==> src/rtl/uart_chr_pkg.sv <==
package uart_chr_pkg;

   typedef enum logic [1:0] {
      CHM_NORMAL = 2'd0,
      CHM_ECHO   = 2'd1,
      CHM_LOCAL  = 2'd2,
      CHM_REMOTE = 2'd3
   } chmode_e;

   localparam int unsigned CTRL_W = 9;

   localparam logic [7:0] OFF_CTRL = 8'h00;
   localparam logic [7:0] OFF_MODE = 8'h04;
   localparam logic [7:0] OFF_DATA = 8'h30;

   localparam logic [CTRL_W-1:0] CTRL_RESET = 9'h128;

   localparam int unsigned CB_RX_FLUSH = 0;
   localparam int unsigned CB_TX_FLUSH = 1;
   localparam int unsigned CB_RX_EN    = 2;
   localparam int unsigned CB_RX_DIS   = 3;
   localparam int unsigned CB_TX_EN    = 4;
   localparam int unsigned CB_TX_DIS   = 5;
   localparam int unsigned MODE_LSB    = 8;

endpackage

==> src/rtl/uart_chr_fifo.sv <==
module uart_chr_fifo #(
   parameter int unsigned DEPTH = 64,
   parameter int unsigned W     = 8,
   parameter int unsigned CW    = $clog2(DEPTH + 1)
) (
   input  logic          clk,
   input  logic          rst_n,
   input  logic          flush,
   input  logic          push,
   input  logic [W-1:0]  push_data,
   input  logic          pop,
   output logic [W-1:0]  head,
   output logic [CW-1:0] count,
   output logic          full,
   output logic          empty,
   output logic          ovf
);
   localparam int unsigned PW   = (DEPTH > 1) ? $clog2(DEPTH) : 1;
   localparam bit          POW2 = ((DEPTH & (DEPTH - 1)) == 0);

   if (DEPTH < 2) begin : g_bad_depth
      $error("uart_chr_fifo: DEPTH must be at least 2");
   end
   if (CW < $clog2(DEPTH + 1)) begin : g_bad_cw
      $error("uart_chr_fifo: CW too narrow for DEPTH");
   end

   logic [W-1:0]  mem [DEPTH];
   logic [PW-1:0] wpos;
   logic [PW-1:0] rpos;
   logic          do_push;
   logic          do_pop;

   assign full    = (count == CW'(DEPTH));
   assign empty   = (count == '0);
   assign do_push = push && !full && !flush;
   assign do_pop  = pop && !empty && !flush;
   assign ovf     = push && full && !flush;

   // read position = write position minus fill level, modulo depth
   if (POW2) begin : g_rpos_mask
      assign rpos = wpos - PW'(count);
   end else begin : g_rpos_mod
      logic [CW:0] rsum;
      assign rsum = (CW+1)'(wpos) + (CW+1)'(DEPTH) - (CW+1)'(count);
      assign rpos = (rsum >= (CW+1)'(DEPTH)) ? PW'(rsum - (CW+1)'(DEPTH))
                                             : PW'(rsum);
   end

   assign head = mem[rpos];

   always_ff @(posedge clk) begin
      if (do_push) begin
         mem[wpos] <= push_data;
      end
   end

   always_ff @(posedge clk or negedge rst_n) begin
      if (!rst_n) begin
         wpos  <= '0;
         count <= '0;
      end else if (flush) begin
         wpos  <= '0;
         count <= '0;
      end else begin
         if (do_push) begin
            wpos <= (wpos == PW'(DEPTH - 1)) ? '0 : wpos + 1'b1;
         end
         count <= count + CW'(do_push) - CW'(do_pop);
      end
   end

   AST_COUNT_BOUND: assert property (@(posedge clk) disable iff (!rst_n)
      count <= CW'(DEPTH));
   AST_FULL_HOLD: assert property (@(posedge clk) disable iff (!rst_n)
      full && push && !pop && !flush |=> count == CW'(DEPTH));
   AST_FLUSH_EMPTY: assert property (@(posedge clk) disable iff (!rst_n)
      flush |=> count == '0);
   AST_PUSHPOP_STABLE: assert property (@(posedge clk) disable iff (!rst_n)
      push && pop && !full && !empty && !flush |=> $stable(count));

endmodule

==> src/rtl/uart_chr_regs.sv <==
module uart_chr_regs
   import uart_chr_pkg::*;
#(
   parameter int unsigned AW = 8,
   parameter int unsigned DW = 32
) (
   input  logic              clk,
   input  logic              rst_n,
   input  logic              wr,
   input  logic [AW-1:0]     addr,
   input  logic [DW-1:0]     wdata,
   output logic [CTRL_W-1:0] ctrl_q,
   output chmode_e           mode,
   output logic              rx_en,
   output logic              tx_en,
   output logic              rx_flush,
   output logic              tx_flush
);
   if (DW < MODE_LSB + 2) begin : g_bad_dw
      $error("uart_chr_regs: DW too narrow for the mode field");
   end
   if (AW < 8) begin : g_bad_aw
      $error("uart_chr_regs: AW too narrow for the register offsets");
   end

   logic ctrl_sel;
   logic mode_sel;

   assign ctrl_sel = wr && (addr == AW'(OFF_CTRL));
   assign mode_sel = wr && (addr == AW'(OFF_MODE));

   assign rx_flush = ctrl_sel && wdata[CB_RX_FLUSH];
   assign tx_flush = ctrl_sel && wdata[CB_TX_FLUSH];

   always_ff @(posedge clk or negedge rst_n) begin
      if (!rst_n) begin
         ctrl_q <= CTRL_RESET;
         mode   <= CHM_NORMAL;
      end else begin
         if (ctrl_sel) begin
            ctrl_q <= {wdata[CTRL_W-1:2], 2'b00};
         end
         if (mode_sel) begin
            mode <= chmode_e'(wdata[MODE_LSB +: 2]);
         end
      end
   end

   assign rx_en = ctrl_q[CB_RX_EN] && !ctrl_q[CB_RX_DIS];
   assign tx_en = ctrl_q[CB_TX_EN] && !ctrl_q[CB_TX_DIS];

   AST_EN_FROM_WRITE: assert property (@(posedge clk) disable iff (!rst_n)
      ctrl_sel |=> rx_en == ($past(wdata[CB_RX_EN]) && !$past(wdata[CB_RX_DIS])));

endmodule

==> src/rtl/uart_chr_route.sv <==
module uart_chr_route
   import uart_chr_pkg::*;
#(
   parameter int unsigned W = 8
) (
   input  chmode_e      mode,
   input  logic         rx_en,
   input  logic         tx_en,
   input  logic         ser_valid,
   input  logic [W-1:0] ser_data,
   input  logic         brk,
   input  logic         host_dw,
   input  logic [W-1:0] host_byte,
   input  logic         rx_full,
   input  logic         tx_full,
   output logic         ser_ready,
   output logic         rx_push,
   output logic [W-1:0] rx_byte,
   output logic         tx_push,
   output logic [W-1:0] tx_byte
);
   logic ser_to_rx;
   logic ser_to_tx;
   logic host_to_rx;
   logic host_to_tx;
   logic ser_fire;

   always_comb begin
      ser_to_rx  = 1'b0;
      ser_to_tx  = 1'b0;
      host_to_rx = 1'b0;
      host_to_tx = 1'b0;
      unique case (mode)
         CHM_NORMAL: begin
            ser_to_rx  = 1'b1;
            host_to_tx = 1'b1;
         end
         CHM_ECHO: begin
            ser_to_rx = 1'b1;
            ser_to_tx = 1'b1;
         end
         CHM_LOCAL:  host_to_rx = 1'b1;
         CHM_REMOTE: ser_to_tx  = 1'b1;
         default: ;
      endcase
   end

   assign ser_ready = !brk && !(ser_to_rx && rx_full) && !(ser_to_tx && tx_full);
   assign ser_fire  = ser_valid && ser_ready;

   assign rx_push = rx_en && ((ser_to_rx && (ser_fire || brk)) || (host_to_rx && host_dw));
   assign rx_byte = host_to_rx ? host_byte : (brk ? '0 : ser_data);

   assign tx_push = tx_en && ((ser_to_tx && ser_fire) || (host_to_tx && host_dw));
   assign tx_byte = host_to_tx ? host_byte : ser_data;

endmodule

==> src/rtl/uart_chan_router.sv <==
module uart_chan_router
   import uart_chr_pkg::*;
#(
   parameter int unsigned DEPTH = 64,
   parameter int unsigned BW    = 8,
   parameter int unsigned AW    = 8,
   parameter int unsigned DW    = 32,
   parameter int unsigned CW    = $clog2(DEPTH + 1)
) (
   input  logic          clk,
   input  logic          rst_n,
   input  logic          host_wr,
   input  logic          host_rd,
   input  logic [AW-1:0] host_addr,
   input  logic [DW-1:0] host_wdata,
   output logic [DW-1:0] host_rdata,
   input  logic          ser_rx_valid,
   input  logic [BW-1:0] ser_rx_data,
   output logic          ser_rx_ready,
   input  logic          ser_brk,
   output logic          ser_tx_valid,
   output logic [BW-1:0] ser_tx_data,
   input  logic          ser_tx_ready,
   output logic [CW-1:0] rx_count,
   output logic [CW-1:0] tx_count,
   output logic          rx_ovr_pulse,
   output logic          tx_ovf_pulse
);
   if (DW < BW || DW < CTRL_W) begin : g_bad_dw
      $error("uart_chan_router: DW narrower than a byte or control field");
   end

   logic [CTRL_W-1:0] ctrl_q;
   chmode_e           mode;
   logic              rx_en, tx_en, rx_flush, tx_flush;
   logic              host_dw, host_dr;
   logic              rx_push, tx_push, rx_pop, tx_pop;
   logic [BW-1:0]     rx_byte, tx_byte, rx_head, tx_head;
   logic              rx_full, tx_full, rx_empty, tx_empty;
   logic              rx_ovf, tx_ovf;
   logic [BW-1:0]     rd_byte;
   logic              unused_wdata;

   assign unused_wdata = ^host_wdata;

   assign host_dw = host_wr && (host_addr == AW'(OFF_DATA));
   assign host_dr = host_rd && (host_addr == AW'(OFF_DATA));

   uart_chr_regs #(.AW(AW), .DW(DW)) regs_i (
      .clk      (clk),
      .rst_n    (rst_n),
      .wr       (host_wr),
      .addr     (host_addr),
      .wdata    (host_wdata),
      .ctrl_q   (ctrl_q),
      .mode     (mode),
      .rx_en    (rx_en),
      .tx_en    (tx_en),
      .rx_flush (rx_flush),
      .tx_flush (tx_flush)
   );

   uart_chr_route #(.W(BW)) route_i (
      .mode      (mode),
      .rx_en     (rx_en),
      .tx_en     (tx_en),
      .ser_valid (ser_rx_valid),
      .ser_data  (ser_rx_data),
      .brk       (ser_brk),
      .host_dw   (host_dw),
      .host_byte (host_wdata[BW-1:0]),
      .rx_full   (rx_full),
      .tx_full   (tx_full),
      .ser_ready (ser_rx_ready),
      .rx_push   (rx_push),
      .rx_byte   (rx_byte),
      .tx_push   (tx_push),
      .tx_byte   (tx_byte)
   );

   assign rx_pop = host_dr && rx_en;

   uart_chr_fifo #(.DEPTH(DEPTH), .W(BW), .CW(CW)) rx_fifo_i (
      .clk       (clk),
      .rst_n     (rst_n),
      .flush     (rx_flush),
      .push      (rx_push),
      .push_data (rx_byte),
      .pop       (rx_pop),
      .head      (rx_head),
      .count     (rx_count),
      .full      (rx_full),
      .empty     (rx_empty),
      .ovf       (rx_ovf)
   );

   assign ser_tx_valid = tx_en && !tx_empty;
   assign ser_tx_data  = tx_head;
   assign tx_pop       = ser_tx_valid && ser_tx_ready;

   uart_chr_fifo #(.DEPTH(DEPTH), .W(BW), .CW(CW)) tx_fifo_i (
      .clk       (clk),
      .rst_n     (rst_n),
      .flush     (tx_flush),
      .push      (tx_push),
      .push_data (tx_byte),
      .pop       (tx_pop),
      .head      (tx_head),
      .count     (tx_count),
      .full      (tx_full),
      .empty     (tx_empty),
      .ovf       (tx_ovf)
   );

   assign rd_byte = (rx_en && !rx_empty) ? rx_head : '0;

   always_ff @(posedge clk or negedge rst_n) begin
      if (!rst_n) begin
         host_rdata   <= '0;
         rx_ovr_pulse <= 1'b0;
         tx_ovf_pulse <= 1'b0;
      end else begin
         rx_ovr_pulse <= rx_ovf;
         tx_ovf_pulse <= tx_ovf;
         if (host_rd) begin
            if (host_addr == AW'(OFF_CTRL)) begin
               host_rdata <= DW'(ctrl_q);
            end else if (host_addr == AW'(OFF_MODE)) begin
               host_rdata <= DW'({mode, {MODE_LSB{1'b0}}});
            end else if (host_addr == AW'(OFF_DATA)) begin
               host_rdata <= DW'(rd_byte);
            end else begin
               host_rdata <= '0;
            end
         end
      end
   end

   AST_RD_DISABLED_HOLDS: assert property (@(posedge clk) disable iff (!rst_n)
      host_dr && !rx_en && !rx_flush |=> $stable(rx_count));
   AST_SER_NO_OVERRUN: assert property (@(posedge clk) disable iff (!rst_n)
      ser_rx_valid && ser_rx_ready && !host_wr |=> !rx_ovr_pulse && !tx_ovf_pulse);
   AST_TXV_NONEMPTY: assert property (@(posedge clk) disable iff (!rst_n)
      ser_tx_valid |-> tx_count != '0);

endmodule

==> config.mk <==
export PLATFORM = sky130hd
export DESIGN_NAME = uart_chan_router
export DESIGN_NICKNAME = d
export VERILOG_FILES = /design/src/rtl/uart_chr_pkg.sv /design/src/rtl/uart_chr_fifo.sv /design/src/rtl/uart_chr_regs.sv /design/src/rtl/uart_chr_route.sv /design/src/rtl/uart_chan_router.sv
export SDC_FILE = /design/constraint.sdc
export NUM_CORES = 1
export LEC_CHECK = 0
export BUFFER_PORTS_ARGS = -buffer_cell sky130_fd_sc_hd__buf_2
export CAP_MARGIN = 5
export CORE_MARGIN = 5
export CORE_UTILIZATION = 40
export CTS_CLUSTER_DIAMETER = 50
export DETAILED_ROUTE_END_ITERATION = 16
export PLACE_DENSITY = 0.62
export SYNTH_ARGS = -nofsm -noshare
export SYNTH_HDL_FRONTEND = slang
export SYNTH_HIERARCHICAL = 1
export SYNTH_SLANG_ARGS = --single-unit
export TNS_END_PERCENT = 50
==> constraint.sdc <==
create_clock -name clk -period 4.7 [get_ports clk]
set_input_delay 0.94 -clock clk [delete_from_list [all_inputs] [get_ports clk]]
set_output_delay 0.94 -clock clk [all_outputs]
set_load 0.02 [all_outputs]
==> summary.md, run 1 <==
| Metric | Value |
|---|---|
| Outcome | complete, but fails checks |
| Failing checks | negative setup slack |
| Core area | 109000 um2 |
| Number of setup violations in the final report | 7 |
| Count leader, synth | edfxtp_1 |
| Final Max Slew Viols | 0 |
| Initial core utilization | 0.404 |
| Worst flop-to-flop path startpoint | tx_fifo_i/count[2] |
| Largest net degree at the start of global routing | 65 |
| Antenna viol nets, final | 0 |
| Total power divided by cell area | 695 nW/um2 |
| Cell count after placement | 3730 |
| # Max-Cap Violations | 0 |
| Setup crit start | tx_fifo_i/wpos[0] |
| Detail Placement HPWL | 62700 um |
| DRT Pass-1 Iters | 6 |
| Delay-heaviest family, CP | multiplexers |
| Crit path cell chain | inv_2 -> ha_4 -> inv_2 -> fa_4 -> buf_12 -> buf_12 -> buf_16 -> mux4_2 -> mux2i_2 -> mux2_4 -> mux2i_1 -> mux2_4 -> buf_6 |
| # IOs | 113 |
| Synth top area share | 0.699 |
| Critical Path End Type | primary output |
| Register area share after synthesis | 0.726 |
| IR drop worst, VDD | 0.693 mV |
| Worst Path Arrival | 3.80 ns |
| Final wirelength | 101000 um |
| Area Growth Syn to Fin | 17.5% |
| Number of remaining DRC errors | 0 |
| Worst setup margin | -0.0403 ns |
| RSZ-0062 raised after global routing | true |
| Die height | 342 um |
| Rows | 121 |
| Clk_lat worst skew | 0.70 ns |
| Hold crit path type | in -> async |
| First-pass GRT wire length | 150000 um |
| Wire per inst | 25.4 um |
| Crit share post-route | 1.01 |
| Die Area | 117000 um2 |
| WP buf/inv | 6 |
| Min cycle time layout | 4.74 ns |
| CTS Root Cell | clkbuf_16 |
| Post-Synthesis Cells | 2160 |
| Total number of H-tree levels | 3 |
| Die W | 342 um |
| Largest cells by area after synthesis | edfxtp_1 70%, mux4_2 13%, mux2i_1 3.7% |
| Post-synth EDFFs | 1024 |
| Syn Area/Cell | 20.4 um2 |
| Hold Slack | 0.0769 ns |
| Synthesized area | 44000 um2 |
| Least-Margin Pin Slew | 1.19 ns |
| Fmax | 0.211 GHz |
| Via count | 21.7k |
| Vias in the first global route | 22.3k |
| Post-synth cell types | 63 |
| Clock edge transition at the registers on the reported setup and hold paths | 0.06 ns |
| Worst EP required | 3.76 ns |
| Gr usage total | 0.172 |
| Filler Cells Inserted | 8935 |
| Synth warnings | 6 |
| CTS Buf Count | 115 |
| Via/cell ratio | 5.47 |
| Final hold violations | 0 |
| Crit Path Max Fanout | 7 |
| Clock Path Buffers | 3 |
| Synth Register Bits | 1071 |
| Cell taking the most area after synthesis | edfxtp_1 |
| Dpl ws | 0.0353 ns |
| Post-synth top flop | edfxtp_1 |
| Grt ovf | 0 |
| Placer Congestion | 0.782 |
| TNS Setup | -0.189 ns |
| Setup CP Type | reg -> out |
| Initial antenna violation count | 10 |
| Layout cell share with drive strength beyond 1 | 0.345 |
| Slowest CP cell | fa_4 |
| CP peak stage delay | 0.80 ns |
| Leakage | 17.9 nW |
| Worst slew margin | 0.205 |
| Fin cells | 3968 |
| CP Launch Type | flop |
| Reg2reg setup slack | 0.52 ns |
| CTS tree | built |
| Nets@finish | 2544 |
| Post-CTS Hold Buffers | 0 |
| I/O Buffers | 68 |
| Clock Sink Count | 1071 |
| Clock Skew | 0.0309 ns |
| Ys async rst share | 0.0439 |
| Iteration-0 DRC count of the detailed router | 2125 |
| Commonest cells in the netlist | 1024 x edfxtp_1, 256 x mux4_2, 162 x mux2i_1 |
-- placed cells by master, fill, tap and decap left out, types with 12 or more instances in the layout --
cell type	instances
clkinv_1	12
buf_2	61
mux2_2	66
mux2i_2	18
buf_12	16
mux2i_1	134
mux2_4	31
clkinv_2	18
ha_1	28
conb_1	24
buf_4	181
clkbuf_1	28
nand3b_1	15
edfxtp_1	1024
nand2_1	30
nor2b_1	12
nand3_1	13
inv_1	30
mux4_2	256
clkbuf_16	117
a21oi_1	20
buf_16	13
dfrtp_1	41
nor2_1	156
-- report_power, final --
group	internal (mW)	switching (mW)	leakage, nW
clock network	5.29	3.74	1.86
logic	8.08	8.12	5.83
registers	10.6	0.104	10.2
total	24.0	12.0	17.9
-- per-stage QoR --
step	utilization	cell area, um2	power (mW)
3_5_place_dp	0.431	47000	25.0
5_1_grt	0.474	51700	37.4
6_report	0.474	51700	35.9
3_3_place_gp	0.431	47000	24.9
4_1_cts	0.473	51600	36.1
2_1_floorplan	-	44100	21.2
-- worst paths after layout --
| path | to | depth (start not counted) |
|---|---|---|
| min in group clk | regs_i/mode[1] | 2 |
| hold reg to reg | host_rdata[6] | 1 |
| max in group asynchronous | tx_fifo_i/wpos[3] | 2 |
| hold / removal | tx_fifo_i/count[1] | 1 |
| setup reg to reg | rx_fifo_i/count[6] | 21 |
| setup / recovery | ser_tx_data[2] | 13 |
-- flip-flops by register name (all words and copies together) (netlist names) --
| signal | cells |
|---|---|
| host_rdata | 10 |
| rx_ovr_pulse | 1 |
| tx_fifo_i/wpos | 6 |
| rx_fifo_i/wpos | 6 |
| tx_fifo_i/mem | 512 |
| tx_ovf_pulse | 1 |
| rx_fifo_i/mem | 512 |
| regs_i/ctrl_q | 7 |
| regs_i/mode | 2 |
| tx_fifo_i/count | 7 |
| rx_fifo_i/count | 7 |
-- timing repair --
| action | in CTS | in global routing |
|---|---|---|
| buffers inserted | 8 | 3 |
| gates resized for setup | 94 | 19 |
| endpoints found under the setup margin | 8 | 8 |
| pin swaps | 1 | 1 |
| cloned | 11 | 0 |
-- final cells by class --
type	count	area (um2)	share of cell area
Clock buffer	149	3090	0.0597
Multi-Input combinational cell	954	11600	0.224
Tap cell	1414	1770	0.0342
Antenna cell	1	2.50	0.0000484
Timing Repair Buffer	281	2450	0.0475
Sequential cell	1071	31900	0.618
Clock inverter	66	751	0.0145
Inverter	32	120	0.00232
-- worst reg2reg max path: cells and delay by family (launching register included) --
family          cells  cell delay (ns)
simple gates        5             0.97
fa+ha+maj           4             0.97
buf+inv             5             0.58
flops               1             0.40
compound gates      7             1.18
-- cell families (layout without fill, tap and decap cells) --
family / after synthesis / after routing / share of synthesized area
xor+xnor: 20 / 20 / 0.00517
compound gates: 59 / 59 / 0.00910
other cells: 2 / 25 / 0.000171
fa+ha+maj: 34 / 34 / 0.0103
mux: 515 / 515 / 0.193
flops: 1071 / 1071 / 0.726
buf+inv: 157 / 528 / 0.0225
simple gates: 302 / 302 / 0.0343
-- per-layer routing --
metal,vias to the layer above,part of all wire,track usage,routed length [um]
li1,9348,-,-,-
met1,11500,0.44,0.250,44100
met2,722,0.48,0.272,47900
met3,152,0.066,0.0305,6600
met4,2,0.020,0.0422,2000
met5,-,0.00013,0,13
No activity file was read; power rests on OpenSTA's default activity.
==> run 2, diff against run 1 <==
--- a/config.mk
+++ b/config.mk
@@ -16,4 +16,3 @@
 export SYNTH_HDL_FRONTEND = slang
 export SYNTH_HIERARCHICAL = 1
 export SYNTH_SLANG_ARGS = --single-unit
-export TNS_END_PERCENT = 50
==> summary.md, run 2 (synthesis results as in run 1) <==
| Metric | Value |
|---|---|
| Outcome | complete, but fails checks (unchanged) |
| Failing checks | negative setup slack (unchanged) |
| Clock edge transition at the registers on the reported setup and hold paths | 0.06 ns (about the same) |
| Iteration-0 DRC count of the detailed router | 2096 (was 2125) |
| CTS Buf Count | 115 (unchanged) |
| CTS tree | built (unchanged) |
| Core area | 109000 um2 (unchanged) |
| Number of setup violations in the final report | 6 (was 7) |
| DRT Pass-1 Iters | 5 (was 6) |
| Design Area, Final | 51700 um2 (about the same) |
| Via/cell ratio | 5.45 (was 5.47) |
| Clk_lat worst skew | 0.70 ns (about the same) |
| Worst setup margin | -0.0368 ns (was -0.0403 ns) |
| Switching Fraction | 0.332 (was 0.333) |
| Total power divided by cell area | 695 nW/um2 (about the same) |
| Antenna viol nets, final | 0 (unchanged) |
| IR drop worst, VDD | 0.692 mV (was 0.693 mV) |
| Most frequent cells in the layout | 1024 x edfxtp_1, 256 x mux4_2, 181 x buf_4 (unchanged) |
| Setup CP Type | reg -> out (unchanged) |
| Total number of H-tree levels | 3 (unchanged) |
| Final hold violations | 0 (unchanged) |
| Flop pwr share | 0.298 (about the same) |
| Final wirelength | 101000 um (about the same) |
| Detail Placement HPWL | 62700 um (unchanged) |
| Hold crit path type | in -> async (unchanged) |
| CP Launch Type | flop (unchanged) |
| Clock Path Buffers | 3 (unchanged) |
| Final Max Slew Viols | 0 (unchanged) |
| Post-DP Area | 47000 um2 (unchanged) |
| Crit Path Max Fanout | 7 (unchanged) |
| Rows | 121 (unchanged) |
| Initial core utilization | 0.404 (unchanged) |
| Commonest non-fill, non-tap cell in the layout | edfxtp_1 (unchanged) |
| Worst slew margin | 0.178 (was 0.205) |
| # IOs | 113 (unchanged) |
| Crit share post-route | 1.01 (about the same) |
| Least-Margin Pin Slew | 1.23 ns (was 1.19 ns) |
| First-pass GRT wire length | 150000 um (unchanged) |
| Dpl ws | 0.0353 ns (unchanged) |
| Clock Sink Count | 1071 (unchanged) |
| Clock power frac | 0.251 (about the same) |
| Worst EP required | 3.76 ns (about the same) |
| Gr usage total | 0.172 (unchanged) |
| Largest regs | rx_fifo_i/mem (512), tx_fifo_i/mem (512), host_rdata (10) (unchanged) |
| Internal power | 24.0 mW (about the same) |
| Die height | 342 um (unchanged) |
| Area Growth Syn to Fin | 17.5% (about the same) |
| Final Power | 35.9 mW (about the same) |
| Vias in the first global route | 22.3k (unchanged) |
| Gate power share | 0.451 (about the same) |
| I/O Buffers | 68 (unchanged) |
| RSZ-0062 raised after global routing | true (unchanged) |
| Grt ovf | 0 (unchanged) |
| Leakage | 17.9 nW (about the same) |
| Layout cell share with drive strength beyond 1 | 0.345 (about the same) |
| Net Sw Power | 11.9 mW (was 12.0 mW) |
| Nets@finish | 2545 (was 2544) |
| CTS Root Cell | clkbuf_16 (unchanged) |
| Die W | 342 um (unchanged) |
| Placer Congestion | 0.782 (unchanged) |
| Number of remaining DRC errors | 0 (unchanged) |
| Post-CTS Hold Buffers | 0 (unchanged) |
| Worst Path Arrival | 3.80 ns (about the same) |
| Via count | 21.6k (was 21.7k) |
| # Max-Cap Violations | 0 (unchanged) |
| Clock Skew | 0.0329 ns (was 0.0309 ns) |
| Largest net degree at the start of global routing | 65 (unchanged) |
| Critical Path End Type | primary output (unchanged) |
| Initial antenna violation count | 10 (unchanged) |
| Fmax | 0.211 GHz (about the same) |
| Wire per inst | 25.4 um (about the same) |
| Min cycle time layout | 4.74 ns (about the same) |
| TNS Setup | -0.122 ns (was -0.189 ns) |
| Die Area | 117000 um2 (unchanged) |
[run 2: changes by cell type in the layout (fill, tap and decap cells not counted)]
cell	change
clkbuf_16	+1
diode_2	+1
[run 2: layout make-up]
type                       instances  area (um2)
antenna                            2        5.00
clock buffer                     149        3090
clock inverter                    66         751
fill                            8934       57300
inverter                          32         120
multi-input combinational        954       11600
sequential                      1071       31900
tap                             1414        1770
timing repair buffer             282        2480
[run 2: what timing repair did]
action	in CTS	in global routing
endpoints found under the setup margin	8	8
cloned	11	1
pin swaps	1	1
gates resized for setup	94	19
setup buffers	8	3
[run 2: path summary, 6_finish.rpt]
| check | start | to | slack [ns] | cells past startpoint |
|---|---|---|---|---|
| worst max-delay path | tx_fifo_i/wpos[0] | ser_tx_data[6] | -0.04 | 13 |
| worst min-delay path | rst_n | tx_fifo_i/count[1] | 0.08 | 1 |
| worst max register to register | tx_fifo_i/count[2] | rx_fifo_i/count[6] | 0.50 | 21 |
| worst min register to register | regs_i/ctrl_q[6] | host_rdata[6] | 0.52 | 1 |
| max in group asynchronous | rst_n | tx_fifo_i/wpos[3] | 3.71 | 2 |
| min in group clk | host_wdata[9] | regs_i/mode[1] | 0.49 | 2 |
[run 2: critical path, stage by stage, from the launching register on]
cell and delay (ns):
dfrtp_1 0.38, inv_2 0.08, ha_4 0.13, inv_2 0.03, fa_4 0.80, buf_12 0.14
buf_12 0.15, buf_16 0.16, mux4_2 0.31, mux2i_2 0.20, mux2_4 0.20, mux2i_4 0.08
mux2_4 0.31, buf_6 0.13
[run 2: stage by stage]
stage	instances	hold slack, ns	util
floorplan	2182	0.475	-
global placement	3730	0.491	0.431
detailed placement	3730	0.500	0.431
CTS	3964	0.0364	0.473
global route	3968	0.0593	0.474
finish	3970	0.0793	0.474
[run 2: metal layers]
layer / part of all wire / up-vias / track usage / wire length, um
met3: 0.063 / 150 / 0.0305 / 6300
met4: 0.020 / 2 / 0.0422 / 2040
met5: 0.00013 / - / 0 / 13
met1: 0.44 / 11400 / 0.250 / 44200
li1: - / 9356 / - / -
met2: 0.48 / 704 / 0.272 / 48100
[run 2: power groups by stage]
stage	combinational [mW]	sequential (mW)	clock [mW]
4_1_cts	16.2	10.7	9.22
3_3_place_gp	14.0	10.9	0
3_5_place_dp	14.1	10.9	0
2_1_floorplan	10.2	10.9	0
5_1_grt	17.1	10.7	9.64
6_report	16.2	10.7	9.02
